File: src/rtl/sdl_pkg.sv
package sdl_pkg;
  localparam int NCH    = 4;
  localparam int CODE_W = 4;
  localparam int WORD_W = NCH * CODE_W + NCH;
  localparam int MAX_CODE = (1 << CODE_W) - 1;

  typedef logic [CODE_W-1:0]           code_t;
  typedef logic [NCH-1:0][CODE_W-1:0]  code_vec_t;
  typedef logic [WORD_W-1:0]           word_t;

  // Latency in cycles for one channel.
  function automatic int tap_depth(input int t0, input int step, input int code);
    return t0 + code * step;
  endfunction

  // Code field of channel ch; channel 0 sits at the top of the word.
  function automatic code_t field_code(input word_t w, input int ch);
    return w[WORD_W-1-ch*CODE_W -: CODE_W];
  endfunction

  // Enable bit of channel ch; the enables fill the bottom NCH bits.
  function automatic logic field_en(input word_t w, input int ch);
    return w[NCH-1-ch];
  endfunction
endpackage

File: src/rtl/sdl_sync.sv
module sdl_sync #(
  parameter int W      = 1,
  parameter int STAGES = 2
) (
  input  logic         clk,
  input  logic         rst_n,
  input  logic [W-1:0] d,
  output logic [W-1:0] q
);
  logic [W-1:0] stg [STAGES];

  always_ff @(posedge clk or negedge rst_n) begin
    if (!rst_n) begin
      for (int s = 0; s < STAGES; s++) stg[s] <= '0;
    end else begin
      stg[0] <= d;
      for (int s = 1; s < STAGES; s++) stg[s] <= stg[s-1];
    end
  end

  assign q = stg[STAGES-1];
endmodule

File: src/rtl/sdl_serial_port.sv
module sdl_serial_port import sdl_pkg::*; (
  input  logic           clk,
  input  logic           rst_n,
  input  logic           sclk_s,
  input  logic           sdi_s,
  input  logic           latch_s,
  output logic           shift_ev,
  output logic           latch_ev,
  output word_t          shreg,
  output code_vec_t      codes,
  output logic [NCH-1:0] en_act,
  output logic           sdo
);
  logic sclk_q, latch_q;

  always_ff @(posedge clk or negedge rst_n) begin
    if (!rst_n) begin
      sclk_q  <= 1'b0;
      latch_q <= 1'b0;
    end else begin
      sclk_q  <= sclk_s;
      latch_q <= latch_s;
    end
  end

  assign shift_ev = sclk_s & ~sclk_q;
  assign latch_ev = latch_s & ~latch_q;

  always_ff @(posedge clk or negedge rst_n) begin
    if (!rst_n)        shreg <= '0;
    else if (shift_ev) shreg <= {shreg[WORD_W-2:0], sdi_s};
  end

  // Reads shreg before this cycle's shift lands.
  always_ff @(posedge clk or negedge rst_n) begin
    if (!rst_n) begin
      codes  <= '0;
      en_act <= '0;
    end else if (latch_ev) begin
      for (int n = 0; n < NCH; n++) begin
        codes[n]  <= field_code(shreg, n);
        en_act[n] <= field_en(shreg, n);
      end
    end
  end

  assign sdo = shreg[WORD_W-1];
endmodule

File: src/rtl/sdl_tap_line.sv
module sdl_tap_line import sdl_pkg::*; #(
  parameter int T0_CYC   = 3,
  parameter int STEP_CYC = 2
) (
  input  logic  clk,
  input  logic  rst_n,
  input  logic  din,
  input  code_t code,
  input  logic  en,
  output logic  dout
);
  localparam int DEPTH = T0_CYC + MAX_CODE * STEP_CYC;
  localparam int IDX_W = $clog2(DEPTH);

  logic [DEPTH-1:0] pipe;
  logic [IDX_W-1:0] sel;

  // pipe[j] holds the input sampled j edges before the latest one.
  always_ff @(posedge clk or negedge rst_n) begin
    if (!rst_n) pipe <= '0;
    else        pipe <= {pipe[DEPTH-2:0], din};
  end

  // One extra register on the output, so the tap sits one stage short.
  assign sel = IDX_W'(tap_depth(T0_CYC, STEP_CYC, int'(code)) - 1);

  always_ff @(posedge clk or negedge rst_n) begin
    if (!rst_n) dout <= 1'b0;
    else        dout <= en ? pipe[sel] : 1'b0;
  end
endmodule

File: src/rtl/sdl_quad.sv
module sdl_quad import sdl_pkg::*; #(
  parameter int T0_CYC      = 3,
  parameter int STEP_CYC    = 2,
  parameter int SYNC_STAGES = 2
) (
  input  logic           clk,
  input  logic           rst_n,
  input  logic [NCH-1:0] din,
  output logic [NCH-1:0] dout,
  input  logic           ser_clk,
  input  logic           ser_din,
  input  logic           ser_latch,
  output logic           ser_dout
);
  logic [2:0]     pins_s;
  logic           shift_ev, latch_ev;
  word_t          shreg;
  code_vec_t      codes;
  logic [NCH-1:0] en_act;

  sdl_sync #(.W(3), .STAGES(SYNC_STAGES)) u_sync (
    .clk   (clk),
    .rst_n (rst_n),
    .d     ({ser_latch, ser_din, ser_clk}),
    .q     (pins_s)
  );

  sdl_serial_port u_port (
    .clk      (clk),
    .rst_n    (rst_n),
    .sclk_s   (pins_s[0]),
    .sdi_s    (pins_s[1]),
    .latch_s  (pins_s[2]),
    .shift_ev (shift_ev),
    .latch_ev (latch_ev),
    .shreg    (shreg),
    .codes    (codes),
    .en_act   (en_act),
    .sdo      (ser_dout)
  );

  for (genvar g = 0; g < NCH; g++) begin : g_ch
    sdl_tap_line #(.T0_CYC(T0_CYC), .STEP_CYC(STEP_CYC)) u_line (
      .clk   (clk),
      .rst_n (rst_n),
      .din   (din[g]),
      .code  (codes[g]),
      .en    (en_act[g]),
      .dout  (dout[g])
    );
  end
endmodule

File: config.mk
export PLATFORM = sky130hd
export DESIGN_NAME = sdl_quad
export DESIGN_NICKNAME = d
export VERILOG_FILES = /design/src/rtl/sdl_pkg.sv /design/src/rtl/sdl_sync.sv /design/src/rtl/sdl_serial_port.sv /design/src/rtl/sdl_tap_line.sv /design/src/rtl/sdl_quad.sv
export SDC_FILE = /design/constraint.sdc
export NUM_CORES = 1
export LEC_CHECK = 0
export ABC_AREA = 1
export CAP_MARGIN = 20
export CORE_MARGIN = 1
export CORE_UTILIZATION = 40
export CTS_BUF_LIST = sky130_fd_sc_hd__clkbuf_16
export DETAILED_ROUTE_END_ITERATION = 6
export DONT_BUFFER_PORTS = 1
export PLACE_DENSITY = 0.65
export SLEW_MARGIN = 20
export SYNTH_ARGS = -nofsm -noshare
export SYNTH_HDL_FRONTEND = slang
export SYNTH_SLANG_ARGS = --single-unit
File: constraint.sdc
create_clock -name clk -period 3.6 [get_ports clk]
set_input_delay 0 -clock clk [delete_from_list [all_inputs] [get_ports clk]]
set_output_delay 0 -clock clk [all_outputs]
set_load 0.005 [all_outputs]
==> results of run 1 <==
==> power breakdown <==
| part | internal, uW | leakage [uW] | switching (uW) | total, uW |
|---|---|---|---|---|
| Sequential | 2230 | 0.00222 | 120 | 2350 |
| Combinational | 153 | 0.000762 | 222 | 375 |
| Clock | 926 | 0.000268 | 708 | 1630 |
==> flip-flops by register name (all words and copies together) (netlist names) <==
| name | flops |
|---|---|
| g_ch.u_line.pipe | 132 |
| u_port.shreg | 20 |
| u_port.codes | 16 |
| g_ch.u_line.dout | 4 |
| u_port.en_act | 4 |
| u_sync.q | 3 |
| u_sync.stg | 3 |
| u_port.latch_q | 1 |
| u_port.sclk_q | 1 |
==> cells by family (layout without fill, tap and decap cells) <==
family	count (synthesis)	count (layout)
muxes	1	1
and+or+nand+nor	173	173
AOI/OAI and AO/OA	59	59
DFF	184	184
adders and majority gates	4	4
buffers and inverters	75	99
xor gates and xnor gates	12	12
==> metal layers <==
metal	up-vias	GRT usage	wire [um]
li1	1613	-	-
met1	1656	0.1801	4479
met2	43	0.1911	4089
met3	16	0.04588	349
met4	0	0.05457	151
met5	-	0	0
==> cell usage after synthesis, drive strengths merged <==
cell	number	area, um2
o21a	2	15.01
xnor2	6	67.56
ha	4	50.05
dfrtp	184	4604
nor2	37	138.9
nand3	44	230.2
buf	10	77.57
mux2	1	11.26
nand3b	2	15.01
xor2	6	52.55
nand2	88	330.3
inv	59	221.5
o21ai	54	270.3
clkbuf	6	22.52
nand4	2	12.51
a21oi	3	22.52
==> area by class of cell <==
cell class	count	area, um2
clock buffers	17	425.4
clock inverters	15	95.09
fillers	1314	7884
inverters	59	221.5
multi-input cells	249	1216
flip-flops and latches	184	4604
well taps	184	230.2
repair buffers	8	77.57
==> worst max-delay path, cell delays in order (launching register included) <==
cell	delay, ns
dfrtp_1	0.52
ha_1	0.42
inv_1	0.17
nor2_1	0.06
o21ai_0	0.07
nand3_1	0.10
nand3_1	0.08
nand3_1	0.07
nand2_1	0.07
inv_1	0.04
==> worst paths after layout <==
kind,endpoint,depth (start not counted),from
setup / recovery,g_ch[0].u_line.dout,9,u_port.codes[0]
hold / removal,g_ch[1].u_line.pipe[12],0,rst_n
setup reg to reg,g_ch[0].u_line.dout,9,u_port.codes[0]
hold reg to reg,g_ch[1].u_line.pipe[12],0,g_ch[1].u_line.pipe[11]
max in group asynchronous,g_ch[0].u_line.dout,0,rst_n
min in group clk,u_sync.stg[4],1,ser_din
==> per-stage QoR <==
stage | std cells | total power, uW | setup slack [ns] | utilization | instance area, um2
2_1_floorplan | 508 | 2684 | 2.236 | - | 6142
3_3_place_gp | 677 | 2731 | 1.873 | 0.4256 | 6280
3_5_place_dp | 677 | 2757 | 1.889 | 0.4256 | 6280
4_1_cts | 716 | 4413 | 1.878 | 0.4657 | 6870
5_1_grt | 716 | 4590 | 1.700 | 0.4657 | 6870
6_report | 716 | 4360 | 1.880 | 0.4657 | 6870
==> flow_metrics.env, run 1 <==
export IMPL_htree_levels=4
export IMPL_tightest_slew_ns=1.017
export IMPL_post_cts_buffers=0
export IMPL_die_y_um=125.9
export IMPL_synth_top_family_by_area="simple AND/OR/NAND/NOR gates"
export IMPL_syn_to_final_growth_pct=11.86
export IMPL_violations="hold timing"
export IMPL_die_w_um=125.9
export IMPL_drtIter0Drc=273
export IMPL_synth_xor_area_frac=0.01956
export IMPL_synth_seq_cells=184
export IMPL_cts_buffers=17
export IMPL_drc=0
export IMPL_status="finished with violations"
export IMPL_maxSlewHeadroom=0.3201
export IMPL_grt_max_degree=185
export IMPL_path_class="reg -> reg"
export IMPL_boundaryPins=14
export IMPL_hold_class="in -> async"
export IMPL_synth_seq_area_share=0.7496
export IMPL_grt_pass1_wl_mm=16.23
export IMPL_vdd_drop_max_mv=0.4639
export IMPL_worstPathRequired_ns=3.91
export IMPL_initial_core_util=0.4163
export IMPL_p_leak_uw=0.003252
export IMPL_hpwlAfterDp_mm=5.429
export IMPL_avgSynthCellArea_um2=12.09
export IMPL_rsz0062_at_grt="no"
export IMPL_totalWireLength_mm=9.070
export IMPL_tns_ns=0
export IMPL_holdWs_ns=-0.7277
export IMPL_rows=44
export IMPL_wl_per_cell_um=12.67
export IMPL_yosys_area_share_simple=0.1184
export IMPL_synth_fa_ha_area_frac=0.008148
export IMPL_cts_hold_fix_buffers=7
export IMPL_cts_root_buf="clkbuf_16"
export IMPL_detail_route_antenna_nets=0
export IMPL_antenna_cells=0
export IMPL_drive_gt1_frac=0.06391
export IMPL_powerDensity_nw_per_um2=634.6
export IMPL_endpoint_kind="register"
export IMPL_first_pass_iters=4
export IMPL_fmax_mhz=581.5
export IMPL_synth_warnings=0
export IMPL_port_buffers=0
export IMPL_via_per_inst=4.648
export IMPL_grt_overflow=0
export IMPL_synthCells=508
export IMPL_synthesis_nets=521
export IMPL_path_clk_slew_ns=0.06
export IMPL_period_needed_ns=1.720
export IMPL_cts_tree="done"
export IMPL_crit_path_max_fanout=12
export IMPL_final_cell_mix="dfrtp_1 (184), nand2_1 (88), inv_1 (61)"
export IMPL_core_um2=14750
export IMPL_start_kind="register"
export IMPL_arrival_ns=2.03
export IMPL_finClkSkew_ns=0.005702
export IMPL_clkSinkCount=184
export IMPL_setup_violations=0
export IMPL_gp_congestion=0.8485
export IMPL_hold_viol_final=184
export IMPL_cap_violations=0
export IMPL_layout_commonest_cell="dfrtp_1"
export IMPL_yosys_cell_types_count=21
export IMPL_r2r_setup_slack_ns=1.88
export IMPL_die_area_um2=15850
export IMPL_drv_slew=0
export IMPL_grt_usage=0.1314
export IMPL_ctsResizeCount=0
export IMPL_grt_antenna_before_repair=0
export IMPL_clockBufferDepth=2
export IMPL_synthMuxAreaShare=0.001833
export IMPL_synth_compound_area_frac=0.05011
export IMPL_clk_latency_ns=0.42
export IMPL_min_period_over_period=0.4777
export IMPL_num_vias=3328
export IMPL_grt_pass1_vias=3383
export IMPL_netlist_area_um2=6142
export IMPL_finalNetCount=532
Note: power is estimated with default switching activity, not from simulation.
==> run 2: changes to the inputs <==
--- a/config.mk
+++ b/config.mk
@@ -12,7 +12,7 @@
 export CTS_BUF_LIST = sky130_fd_sc_hd__clkbuf_16
 export DETAILED_ROUTE_END_ITERATION = 6
 export DONT_BUFFER_PORTS = 1
-export PLACE_DENSITY = 0.65
+export PLACE_DENSITY = 0.67
 export SLEW_MARGIN = 20
 export SYNTH_ARGS = -nofsm -noshare
 export SYNTH_HDL_FRONTEND = slang
==> constraint.sdc (replaced) <==
create_clock -name clk -period 1.41 [get_ports clk]
set_input_delay 0 -clock clk [delete_from_list [all_inputs] [get_ports clk]]
set_output_delay 0 -clock clk [all_outputs]
set_load 0.005 [all_outputs]
==> run 2 against run 1 <==
Against the previous run:
- the flow finishes with violations (hold timing, setup timing)
- critical path type unchanged
- critical path depth is the same
- die area is the same
- utilization grew 2.8 points
- register-to-register slack lost 2.0 ns
- critical endpoint is now g_ch[2].u_line.dout
==> flow_metrics.env, run 2 (synthesized netlist as in run 1, its figures left out) <==
export IMPL_clockBufferDepth=2
export IMPL_hold_class="in -> async"
export IMPL_cts_buffers=17
export IMPL_top_register="g_ch.u_line.pipe"
export IMPL_fmax_mhz=667.8
export IMPL_grt_overflow=0
export IMPL_totalWireLength_mm=9.488
export IMPL_crit_chain="ha_4 -> buf_6 -> nor2_2 -> o21ai_1 -> nand3_1 -> nand3_2 -> nand3_2 -> nand2_1 -> inv_1"
export IMPL_cp_depth=9
export IMPL_die_area_um2=15850
export IMPL_clkSinkCount=184
export IMPL_first_pass_iters=4
export IMPL_cts_tree="done"
export IMPL_arrival_ns=1.82
export IMPL_max_stage_delay_ns=0.45
export IMPL_crit_path_max_fanout=4
export IMPL_syn_to_final_growth_pct=18.54
export IMPL_powerDensity_nw_per_um2=1646
export IMPL_period_needed_ns=1.497
export IMPL_critical_path_top_delay_family="flip-flops"
export IMPL_core_um2=14750
export IMPL_via_per_inst=4.605
export IMPL_grt_usage=0.1318
export IMPL_grt_antenna_before_repair=0
export IMPL_holdWs_ns=-0.7243
export IMPL_top_regs="g_ch.u_line.pipe: 132 flops, u_port.shreg: 20 flops, u_port.codes: 16 flops"
export IMPL_clk_latency_ns=0.42
export IMPL_largest_register_ffs=132
export IMPL_path_clk_slew_ns=0.06
export IMPL_vdd_drop_max_mv=0.9421
export IMPL_grt_max_degree=185
export IMPL_wl_per_cell_um=12.75
export IMPL_boundaryPins=14
export IMPL_maxSlewHeadroom=0.8042
export IMPL_grt_pass1_wl_mm=16.33
export IMPL_cts_hold_fix_buffers=7
export IMPL_violations="hold timing, setup timing"
export IMPL_drv_slew=0
export IMPL_num_vias=3426
export IMPL_finClkSkew_ns=0.004076
export IMPL_setup_slack_ns=-0.08747
export IMPL_gp_congestion=0.8259
export IMPL_status="finished with violations"
export IMPL_drive_gt1_frac=0.1536
export IMPL_path_class="reg -> reg"
export IMPL_rr_worst_depth=9
export IMPL_endpoint_kind="register"
export IMPL_initial_core_util=0.4163
export IMPL_min_period_over_period=1.062
export IMPL_finalNetCount=561
export IMPL_tns_ns=-0.08747
export IMPL_die_w_um=125.9
export IMPL_antenna_cells=0
export IMPL_port_buffers=0
export IMPL_detail_route_antenna_nets=0
export IMPL_final_cell_mix="dfrtp_1 (183), nand2_1 (86), inv_1 (54)"
export IMPL_rsz0062_at_grt="yes"
export IMPL_hold_viol_final=184
export IMPL_drtIter0Drc=309
export IMPL_grt_pass1_vias=3386
export IMPL_start_kind="register"
export IMPL_cts_root_buf="clkbuf_16"
export IMPL_htree_levels=4
export IMPL_hpwlAfterDp_mm=5.461
export IMPL_drc=0
export IMPL_rows=44
export IMPL_cp_common_cell="nand3_2"
export IMPL_tightest_slew_ns=0.2927
export IMPL_worstPathRequired_ns=1.73
export IMPL_die_y_um=125.9
export IMPL_setup_violations=1
export IMPL_crit_buf_inv=2
export IMPL_cap_violations=0
export IMPL_slowest_stage="dfrtp_2"
export IMPL_layout_commonest_cell="dfrtp_1"
export IMPL_p_leak_uw=0.003422
==> run 2: cell count changes in the layout (fill, tap and decap cells not counted), moves of 5 or more <==
| cell | before | now |
|---|---|---|
| buf_6 | 0 | 6 |
| inv_1 | 61 | 54 |
| o21ai_0 | 54 | 43 |
| o21ai_1 | 0 | 8 |
| clkinv_2 | 7 | 2 |
| buf_4 | 1 | 22 |
==> run 2: final cells by class <==
cell class              instances  area, um2
clock buffers                  17      425.4
clock inverters                14      141.4
fillers                      1302       7473
inverters                      59      235.2
multi-input cells             249       1315
flip-flops and latches        184       4606
well taps                     184      230.2
repair buffers                 37      327.8
==> run 2: final timing paths <==
check / from / endpoint / slack (ns)
max in group asynchronous: rst_n / g_ch[2].u_line.pipe[22] / 1.94
worst min register to register: g_ch[3].u_line.pipe[31] / g_ch[3].u_line.pipe[32] / 0.35
worst max-delay path: u_port.codes[8] / g_ch[2].u_line.dout / -0.09
worst min-delay path: rst_n / g_ch[1].u_line.pipe[22] / -0.72
min in group clk: din[2] / g_ch[2].u_line.pipe[0] / 0.13
worst max register to register: u_port.codes[8] / g_ch[2].u_line.dout / -0.09
==> run 2: what timing repair did <==
action                                 CTS  global route
resized for setup                       13            30
pin swaps                                3            14
setup endpoints to repair                4             4
gates cloned                             0             1
buffers inserted                         1             8
endpoints found under the hold margin  191           184
==> run 2: routing by layer <==
metal  vias up  global-route usage  wire length (um)  share of wire
li1       1669                   -                 -              -
met1      1695              0.1875              4651           0.49
met2        44              0.1826              4327           0.46
met3        18             0.03823               271          0.029
met4         0             0.07087               237          0.025
met5         -                   0                 0              0
==> run 2: per-stage QoR <==
step	utilization	instances	area (um2)	setup slack, ns	power, uW
after floorplan	-	508	6142	0.04630	6853
final	0.4935	744	7281	-0.08747	11990
after detailed placement	0.4361	696	6435	-0.08562	7222
after global routing	0.4935	744	7281	-0.1649	12530
after CTS	0.4833	735	7131	0.001977	11880
after global placement	0.4361	696	6435	-0.04335	7167
==> run 2: power breakdown <==
| part | total [uW] | leakage (uW) | switching (uW) | internal, uW |
|---|---|---|---|---|
| registers | 5970 | 0.00222 | 270 | 5700 |
| logic | 1480 | 0.000923 | 771 | 712 |
| clock network | 4530 | 0.000278 | 1810 | 2720 |
| total | 12000 | 0.00342 | 2850 | 9130 |
